==> config.mk <==
export PLATFORM = sky130hd
export DESIGN_NAME = adc_frame_resp
export DESIGN_NICKNAME = d
export VERILOG_FILES = /design/src/rtl/adc_resp_pkg.sv /design/src/rtl/adc_in_sync.sv /design/src/rtl/adc_slot_seq.sv /design/src/rtl/adc_ctrl_cap.sv /design/src/rtl/adc_result_tx.sv /design/src/rtl/adc_frame_resp.sv
export SDC_FILE = /design/constraint.sdc
export NUM_CORES = 1
export LEC_CHECK = 0
export BUFFER_PORTS_ARGS = -buffer_cell sky130_fd_sc_hd__buf_2
export CELL_PAD_IN_SITES_DETAIL_PLACEMENT = 1
export CELL_PAD_IN_SITES_GLOBAL_PLACEMENT = 2
export CORE_MARGIN = 2
export CORE_UTILIZATION = 34
export CTS_CLUSTER_SIZE = 40
export DETAILED_ROUTE_END_ITERATION = 10
export GPL_ROUTABILITY_DRIVEN = 0
export PLACE_DENSITY = 0.78
export SYNTH_ARGS = -nofsm -noshare
export SYNTH_HDL_FRONTEND = slang
export SYNTH_SLANG_ARGS = --single-unit
==> constraint.sdc <==
create_clock -name clk -period 2.1 [get_ports clk]
set_input_delay 0.105 -clock clk [delete_from_list [all_inputs] [get_ports clk]]
set_output_delay 0.105 -clock clk [all_outputs]
set_load 0.005 [all_outputs]
==> src/rtl/adc_resp_pkg.sv <==
package adc_resp_pkg;
  typedef enum logic [1:0] {
    PH_OFF   = 2'd0,
    PH_GAP   = 2'd1,
    PH_TRACK = 2'd2,
    PH_HOLD  = 2'd3
  } slot_phase_e;

  typedef struct packed {
    logic fall;
    logic rise;
  } sclk_evt_t;
endpackage

==> src/rtl/adc_in_sync.sv <==
module adc_in_sync #(
  parameter int W = 3,
  parameter int STAGES = 2,
  parameter logic [W-1:0] RST_VAL = '0
) (
  input  logic         clk,
  input  logic         rst_n,
  input  logic [W-1:0] d_i,
  output logic [W-1:0] q_o
);
  logic [STAGES-1:0][W-1:0] stg_q;

  if (STAGES == 1) begin : g_one
    always_ff @(posedge clk or negedge rst_n) begin
      if (!rst_n) stg_q <= {STAGES{RST_VAL}};
      else        stg_q <= d_i;
    end
  end else begin : g_chain
    always_ff @(posedge clk or negedge rst_n) begin
      if (!rst_n) stg_q <= {STAGES{RST_VAL}};
      else        stg_q <= {stg_q[STAGES-2:0], d_i};
    end
  end

  assign q_o = stg_q[STAGES-1];
endmodule

==> src/rtl/adc_slot_seq.sv <==
module adc_slot_seq
  import adc_resp_pkg::*;
#(
  parameter int SLOT_LEN = 16,
  parameter int TRACK_CYC = 3,
  parameter int CNT_W = $clog2(SLOT_LEN + 1)
) (
  input  logic             clk,
  input  logic             rst_n,
  input  logic             cs_s,
  input  logic             sclk_s,
  output sclk_evt_t        evt_o,
  output logic [CNT_W-1:0] fc_o,
  output logic [CNT_W-1:0] fc_nxt_o,
  output logic             act_o,
  output slot_phase_e      phase_o
);
  localparam logic [CNT_W-1:0] LAST_FALL = CNT_W'(SLOT_LEN);
  localparam logic [CNT_W-1:0] TRK_END   = CNT_W'(TRACK_CYC);

  logic             sclk_q, cs_q, act_q;
  logic [CNT_W-1:0] fc_q, fc_d;
  logic             cs_fell, fall_evt, rise_evt, fc_en;

  always_comb begin
    cs_fell  = cs_q & ~cs_s;
    fall_evt = ~cs_s & ~sclk_s & (sclk_q | cs_fell);
    rise_evt = ~cs_s & ~sclk_q & sclk_s & (fc_q != '0);
    fc_en    = cs_s | fall_evt;
    fc_d     = fc_q;
    if (cs_s)
      fc_d = '0;
    else if (fall_evt)
      fc_d = ((fc_q == '0) || (fc_q == LAST_FALL)) ? CNT_W'(1) : fc_q + CNT_W'(1);
  end

  always_ff @(posedge clk or negedge rst_n) begin
    if (!rst_n) begin
      sclk_q <= 1'b0;
      cs_q   <= 1'b1;
      act_q  <= 1'b0;
      fc_q   <= '0;
    end else begin
      sclk_q <= sclk_s;
      cs_q   <= cs_s;
      act_q  <= ~cs_s;
      if (fc_en) fc_q <= fc_d;
    end
  end

  always_comb begin
    if (!act_q)
      phase_o = PH_OFF;
    else if ((fc_q == '0) || (fc_q == LAST_FALL))
      phase_o = PH_GAP;
    else if (fc_q <= TRK_END)
      phase_o = PH_TRACK;
    else
      phase_o = PH_HOLD;
  end

  assign evt_o    = '{fall: fall_evt, rise: rise_evt};
  assign fc_o     = fc_q;
  assign fc_nxt_o = fc_d;
  assign act_o    = act_q;
endmodule

==> src/rtl/adc_ctrl_cap.sv <==
module adc_ctrl_cap
  import adc_resp_pkg::*;
#(
  parameter int CTRL_W = 8,
  parameter int ADDR_LSB = 3,
  parameter int ADDR_W = 2,
  parameter int CNT_W = 5
) (
  input  logic              clk,
  input  logic              rst_n,
  input  sclk_evt_t         evt_i,
  input  logic [CNT_W-1:0]  fc_i,
  input  logic [CNT_W-1:0]  fc_nxt_i,
  input  logic              din_s,
  output logic [ADDR_W-1:0] chan_o
);
  localparam logic [CNT_W-1:0] CAP_END = CNT_W'(CTRL_W);

  logic [CTRL_W-1:0] sh_q, sh_d;
  logic [ADDR_W-1:0] pend_q, chan_q;
  logic              cap_en, byte_done, slot_start;

  always_comb begin
    cap_en     = evt_i.rise & (fc_i != '0) & (fc_i <= CAP_END);
    byte_done  = cap_en & (fc_i == CAP_END);
    slot_start = evt_i.fall & (fc_nxt_i == CNT_W'(1));
    sh_d       = {sh_q[CTRL_W-2:0], din_s};
  end

  always_ff @(posedge clk or negedge rst_n) begin
    if (!rst_n) begin
      sh_q   <= '0;
      pend_q <= '0;
      chan_q <= '0;
    end else begin
      if (cap_en)     sh_q   <= sh_d;
      if (byte_done)  pend_q <= sh_d[ADDR_LSB +: ADDR_W];
      if (slot_start) chan_q <= pend_q;
    end
  end

  assign chan_o = chan_q;
endmodule

==> src/rtl/adc_result_tx.sv <==
module adc_result_tx
  import adc_resp_pkg::*;
#(
  parameter int RES_W = 10,
  parameter int LEAD_ZEROS = 4,
  parameter int HOLD_AT = 4,
  parameter int CNT_W = 5
) (
  input  logic             clk,
  input  logic             rst_n,
  input  sclk_evt_t        evt_i,
  input  logic [CNT_W-1:0] fc_i,
  input  logic [CNT_W-1:0] fc_nxt_i,
  input  logic             act_i,
  input  logic [RES_W-1:0] result_i,
  output logic             dout_o
);
  localparam int FIRST_BIT = LEAD_ZEROS + 1;
  localparam int LAST_BIT  = LEAD_ZEROS + RES_W;

  logic [RES_W-1:0] res_q, shifted;
  logic [CNT_W-1:0] idx;
  logic             grab, in_win;

  always_comb begin
    grab    = evt_i.fall & (fc_nxt_i == CNT_W'(HOLD_AT));
    in_win  = act_i & (fc_i >= CNT_W'(FIRST_BIT)) & (fc_i <= CNT_W'(LAST_BIT));
    idx     = CNT_W'(LAST_BIT) - fc_i;
    shifted = res_q >> idx;
    dout_o  = in_win & shifted[0];
  end

  always_ff @(posedge clk or negedge rst_n) begin
    if (!rst_n)    res_q <= '0;
    else if (grab) res_q <= result_i;
  end
endmodule

==> src/rtl/adc_frame_resp.sv <==
module adc_frame_resp
  import adc_resp_pkg::*;
#(
  parameter int RES_W = 10,
  parameter int SLOT_LEN = 16,
  parameter int TRACK_CYC = 3,
  parameter int LEAD_ZEROS = 4,
  parameter int CTRL_W = 8,
  parameter int ADDR_LSB = 3,
  parameter int ADDR_W = 2,
  parameter int SYNC_STAGES = 2
) (
  input  logic              clk,
  input  logic              rst_n,
  input  logic              cs_n_i,
  input  logic              sclk_i,
  input  logic              din_i,
  input  logic [RES_W-1:0]  result_i,
  output logic              dout_o,
  output logic              dout_oe_o,
  output logic [ADDR_W-1:0] chan_o,
  output logic              track_o,
  output logic              hold_o,
  output logic              pwrdn_o
);
  localparam int CNT_W   = $clog2(SLOT_LEN + 1);
  localparam int HOLD_AT = TRACK_CYC + 1;

  logic [2:0]       pins_s;
  sclk_evt_t        evt;
  logic [CNT_W-1:0] fc, fc_nxt;
  logic             act;
  slot_phase_e      phase;

  adc_in_sync #(.W(3), .STAGES(SYNC_STAGES), .RST_VAL(3'b100)) u_sync (
    .clk(clk), .rst_n(rst_n), .d_i({cs_n_i, sclk_i, din_i}), .q_o(pins_s)
  );

  adc_slot_seq #(.SLOT_LEN(SLOT_LEN), .TRACK_CYC(TRACK_CYC), .CNT_W(CNT_W)) u_seq (
    .clk(clk), .rst_n(rst_n), .cs_s(pins_s[2]), .sclk_s(pins_s[1]),
    .evt_o(evt), .fc_o(fc), .fc_nxt_o(fc_nxt), .act_o(act), .phase_o(phase)
  );

  adc_ctrl_cap #(.CTRL_W(CTRL_W), .ADDR_LSB(ADDR_LSB), .ADDR_W(ADDR_W), .CNT_W(CNT_W)) u_ctrl (
    .clk(clk), .rst_n(rst_n), .evt_i(evt), .fc_i(fc), .fc_nxt_i(fc_nxt),
    .din_s(pins_s[0]), .chan_o(chan_o)
  );

  adc_result_tx #(.RES_W(RES_W), .LEAD_ZEROS(LEAD_ZEROS), .HOLD_AT(HOLD_AT), .CNT_W(CNT_W)) u_tx (
    .clk(clk), .rst_n(rst_n), .evt_i(evt), .fc_i(fc), .fc_nxt_i(fc_nxt),
    .act_i(act), .result_i(result_i), .dout_o(dout_o)
  );

  assign dout_oe_o = act;
  assign track_o   = (phase == PH_TRACK);
  assign hold_o    = (phase == PH_HOLD);
  assign pwrdn_o   = (phase == PH_OFF) || (phase == PH_GAP);
endmodule

==> summary.txt <==
Worst setup path
  – Critical path type: reg -> reg
  – FF-to-FF Start: u_seq.fc_o[3]
  – Required time of the critical path: 2.27 ns
  – Critical-path top delay cell: dfrtp_1
  – Crit path max-delay family: flip-flops
  – WP buf/inv: 2
  – Cell chain of the critical path: inv_1, xnor2_2, o2111ai_4, nor4b_4, buf_6, mux2_4
  – Startpoint types: flop
  – CP endpoint kind: flop
  – FF-to-FF path depth: 6
  – Largest fanout on the critical path: 8
  – FF-to-FF End: u_tx.res_q[5]
  – CP peak stage delay: 0.53 ns
  – WP data arrival: 2.33 ns
  – R2R setup slack: -0.07 ns

STA
  – Final Cycle Share: 103%
  – Fin Clk Skew: 0.00379 ns
  – Setup ws final: -0.0685 ns
  – Setup TNS: -0.685 ns
  – Setup violations, final: 11
  – Pins Over Slew Limit: 0
  – Tmin final: 2.17 ns
  – Fin. Hold Viols: 0
  – Worst Tran Pin Value: 0.692 ns
  – RSZ-0062 raised after global routing: true
  – Hold slack: 0.0536 ns
  – Max Freq: 461 MHz
  – Rel. slew slack: 53.9%

Routing
  – Routed via count: 1181
  – Per-cell routed wire length: 16.9 µm
  – Final wirelength: 3.91 mm
  – DRC viols: 0
  – Via density per instance: 5.11
  – DRT iter0 DRCs: 47
  – Post-route ant nets: 0
  – Pre-antenna DRT Iters: 4

Layout
  – Synth-to-Final Area Change: 41.8%
  – Nets: 197
  – Most frequent cells in the layout: 26 x buf_4, 26 x dfrtp_1, 21 x buf_2, 12 x mux2_4, 8 x mux2_2
  – Layout cell share with drive strength beyond 1: 58.7%
  – Antenna diodes: 0

Clock network
  – # H-tree levels: 2
  – Clk slew on worst S/H paths: 0.07 ns
  – Root Driver: clkbuf_8
  – Maximum clock path buffer count: 2
  – Clk Latency, worst-skew pair: 0.28 ns
  – TritonCTS Buffers: 5
  – TritonCTS clock tree: done
  – Clk sinks: 32

Hold path
  – Worst Hold Path Cells: 2
  – Hold Crit Start: result_i[7]
  – Hold Path Class: in -> reg
  – Hold EP: u_tx.res_q[7]

Floorplan
  – # rows: 24
  – Top Ports: 22
  – Die span in y: 72.0 µm
  – Core area: 0.00441 mm²
  – Die area: 0.00519 mm²
  – Overall die width: 72.0 µm
  – Initial Util: 35.6%

GRT
  – Grt ovf: 0
  – GRT Overall Usage: 15.9%
  – First-pass GRT wire length: 6.14 mm
  – Largest net degree at the start of global routing: 33
  – Antenna violations before repair: 0
  – Number of global-route vias before repair: 1259

Run status
  – Run status: complete, but fails checks
  – Failing checks: setup timing

Logic synthesis
  – Post-synthesis cell count: 121
  – Dominant cells by area after synthesis: dfrtp_1 46%, mux2_4 9.5%, mux2_2 7.2%, dfstp_2 5.0%, ha_1 3.2%
  – Avg Cell Area, Syn: 13.0 µm²
  – Post-synthesis sequential area ratio: 51.2%
  – Post-Syn Nets: 140
  – Synthesized cell area: 0.00157 mm²
  – Post-synthesis cell type count: 37
  – Top cell type's share of synthesized area: 46.1%
  – Seq cells post-synth: 32
  – Synth warn: 0
  – Dominant cell type by area after synthesis: dfrtp_1

Place
  – Final HPWL DP: 2.56 mm
  – Port Buf Inserts: 21

Pwr
  – Power per standard cell area: 659 mW/mm²
  – Maximum vdd drop: 0.392 mV
  – Pwr Total: 1.47 mW
  – Static leakage: 1.03 nW

Run
  – Max Cap Violations: 0
-- registers in the layout, indices dropped and copies added (netlist names) --
| signal | count |
|---|---|
| u_ctrl.sh_q | 4 |
| u_sync.stg_q | 3 |
| u_ctrl.chan_o | 2 |
| u_ctrl.pend_q | 2 |
| u_seq.fc_o | 5 |
| u_seq.cs_q | 1 |
| u_sync.q_o | 3 |
| u_seq.sclk_q | 1 |
| u_seq.act_o | 1 |
| u_tx.res_q | 10 |
-- logic make-up after synthesis --
family,share of synthesized area [%]
buffers and inverters,3.82
adders and majority gates,3.18
muxes,20.8
AOI/OAI and AO/OA,7.24
and+or+nand+nor,12.2
xor gates and xnor gates,1.59
DFF,51.2
-- how the worst max path moves through the flow --
| stage | slack (ns) | cells after the start | to | start |
|---|---|---|---|---|
| floorplan | 0.01 | 7 | u_tx.res_q[0] | u_seq.fc_o[0] |
| global placement | -0.07 | 8 | u_ctrl.chan_o[1] | u_seq.fc_o[1] |
| detailed placement | -0.11 | 7 | u_tx.res_q[5] | u_seq.fc_o[1] |
| CTS | -0.07 | 9 | u_tx.res_q[5] | u_seq.fc_o[0] |
| global route | -0.15 | 6 | u_tx.res_q[0] | u_seq.fc_o[4] |
| finish | -0.07 | 6 | u_tx.res_q[5] | u_seq.fc_o[3] |
-- routing by layer --
layer	track usage, %	share of wire [%]	vias up
met5	0	0	-
met3	3.61	3.9	8
met2	27.0	53	32
met1	19.9	41	597
li1	-	-	544
met4	6.08	1.8	0
-- through the flow --
stage               cells  setup slack, ns  instance area, µm²  util (%)
CTS                   229          -0.0679                2150      48.7
global placement      209          -0.0660                1870      42.4
detailed placement    209           -0.111                1870      42.4
finish                231          -0.0685                2230      50.5
global route          231           -0.146                2230      50.5
floorplan             121           0.0120                1610         -
-- final cells by class --
cell class / instances / area, µm²
fillers: 458 / 2180
multi-input cells: 80 / 850
flip-flops and latches: 32 / 808
repair buffers: 54 / 374
clock buffers: 5 / 68.8
well taps: 52 / 65.1
clock inverters: 3 / 42.5
inverters: 5 / 21.3
-- cell usage after synthesis --
library cell / instances
or2_2: 1
nor3_1: 2
dfrtp_1: 29
a31oi_1: 2
buf_6: 2
and2b_1: 1
o21ai_0: 4
mux2i_1: 2
or3_2: 1
a22oi_1: 1
xor2_1: 1
o311ai_0: 1
ha_1: 4
xnor2_2: 1
nand3_4: 1
and4b_1: 2
clkbuf_8: 1
nor4b_2: 1
nand3_1: 4
o21a_1: 1
mux4_2: 2
buf_2: 1
nor4b_1: 1
o2111ai_1: 1
nand2b_2: 1
inv_1: 5
o21bai_1: 1
dfstp_2: 3
mux2_2: 10
a211oi_1: 1
nor3b_1: 1
mux2_4: 10
nor2_1: 7
a41oi_1: 1
and2_1: 1
a21oi_1: 5
nand2_1: 8
-- power breakdown --
part           switching [mW]  internal [mW]
Clock                   0.228          0.351
Sequential             0.0257          0.659
Combinational          0.0930          0.114
Total                   0.346           1.12
-- timing repair --
item                                    in CTS  in global routing
endpoints found under the setup margin      13                 13
hold endpoints to repair                    32                  0
hold buffers                                 4                  0
cloned                                       1                  0
setup buffers                                7                  3
gates resized for setup                     16                 11
pin swaps                                    4                  7
No activity file was read; power rests on OpenSTA's default activity.
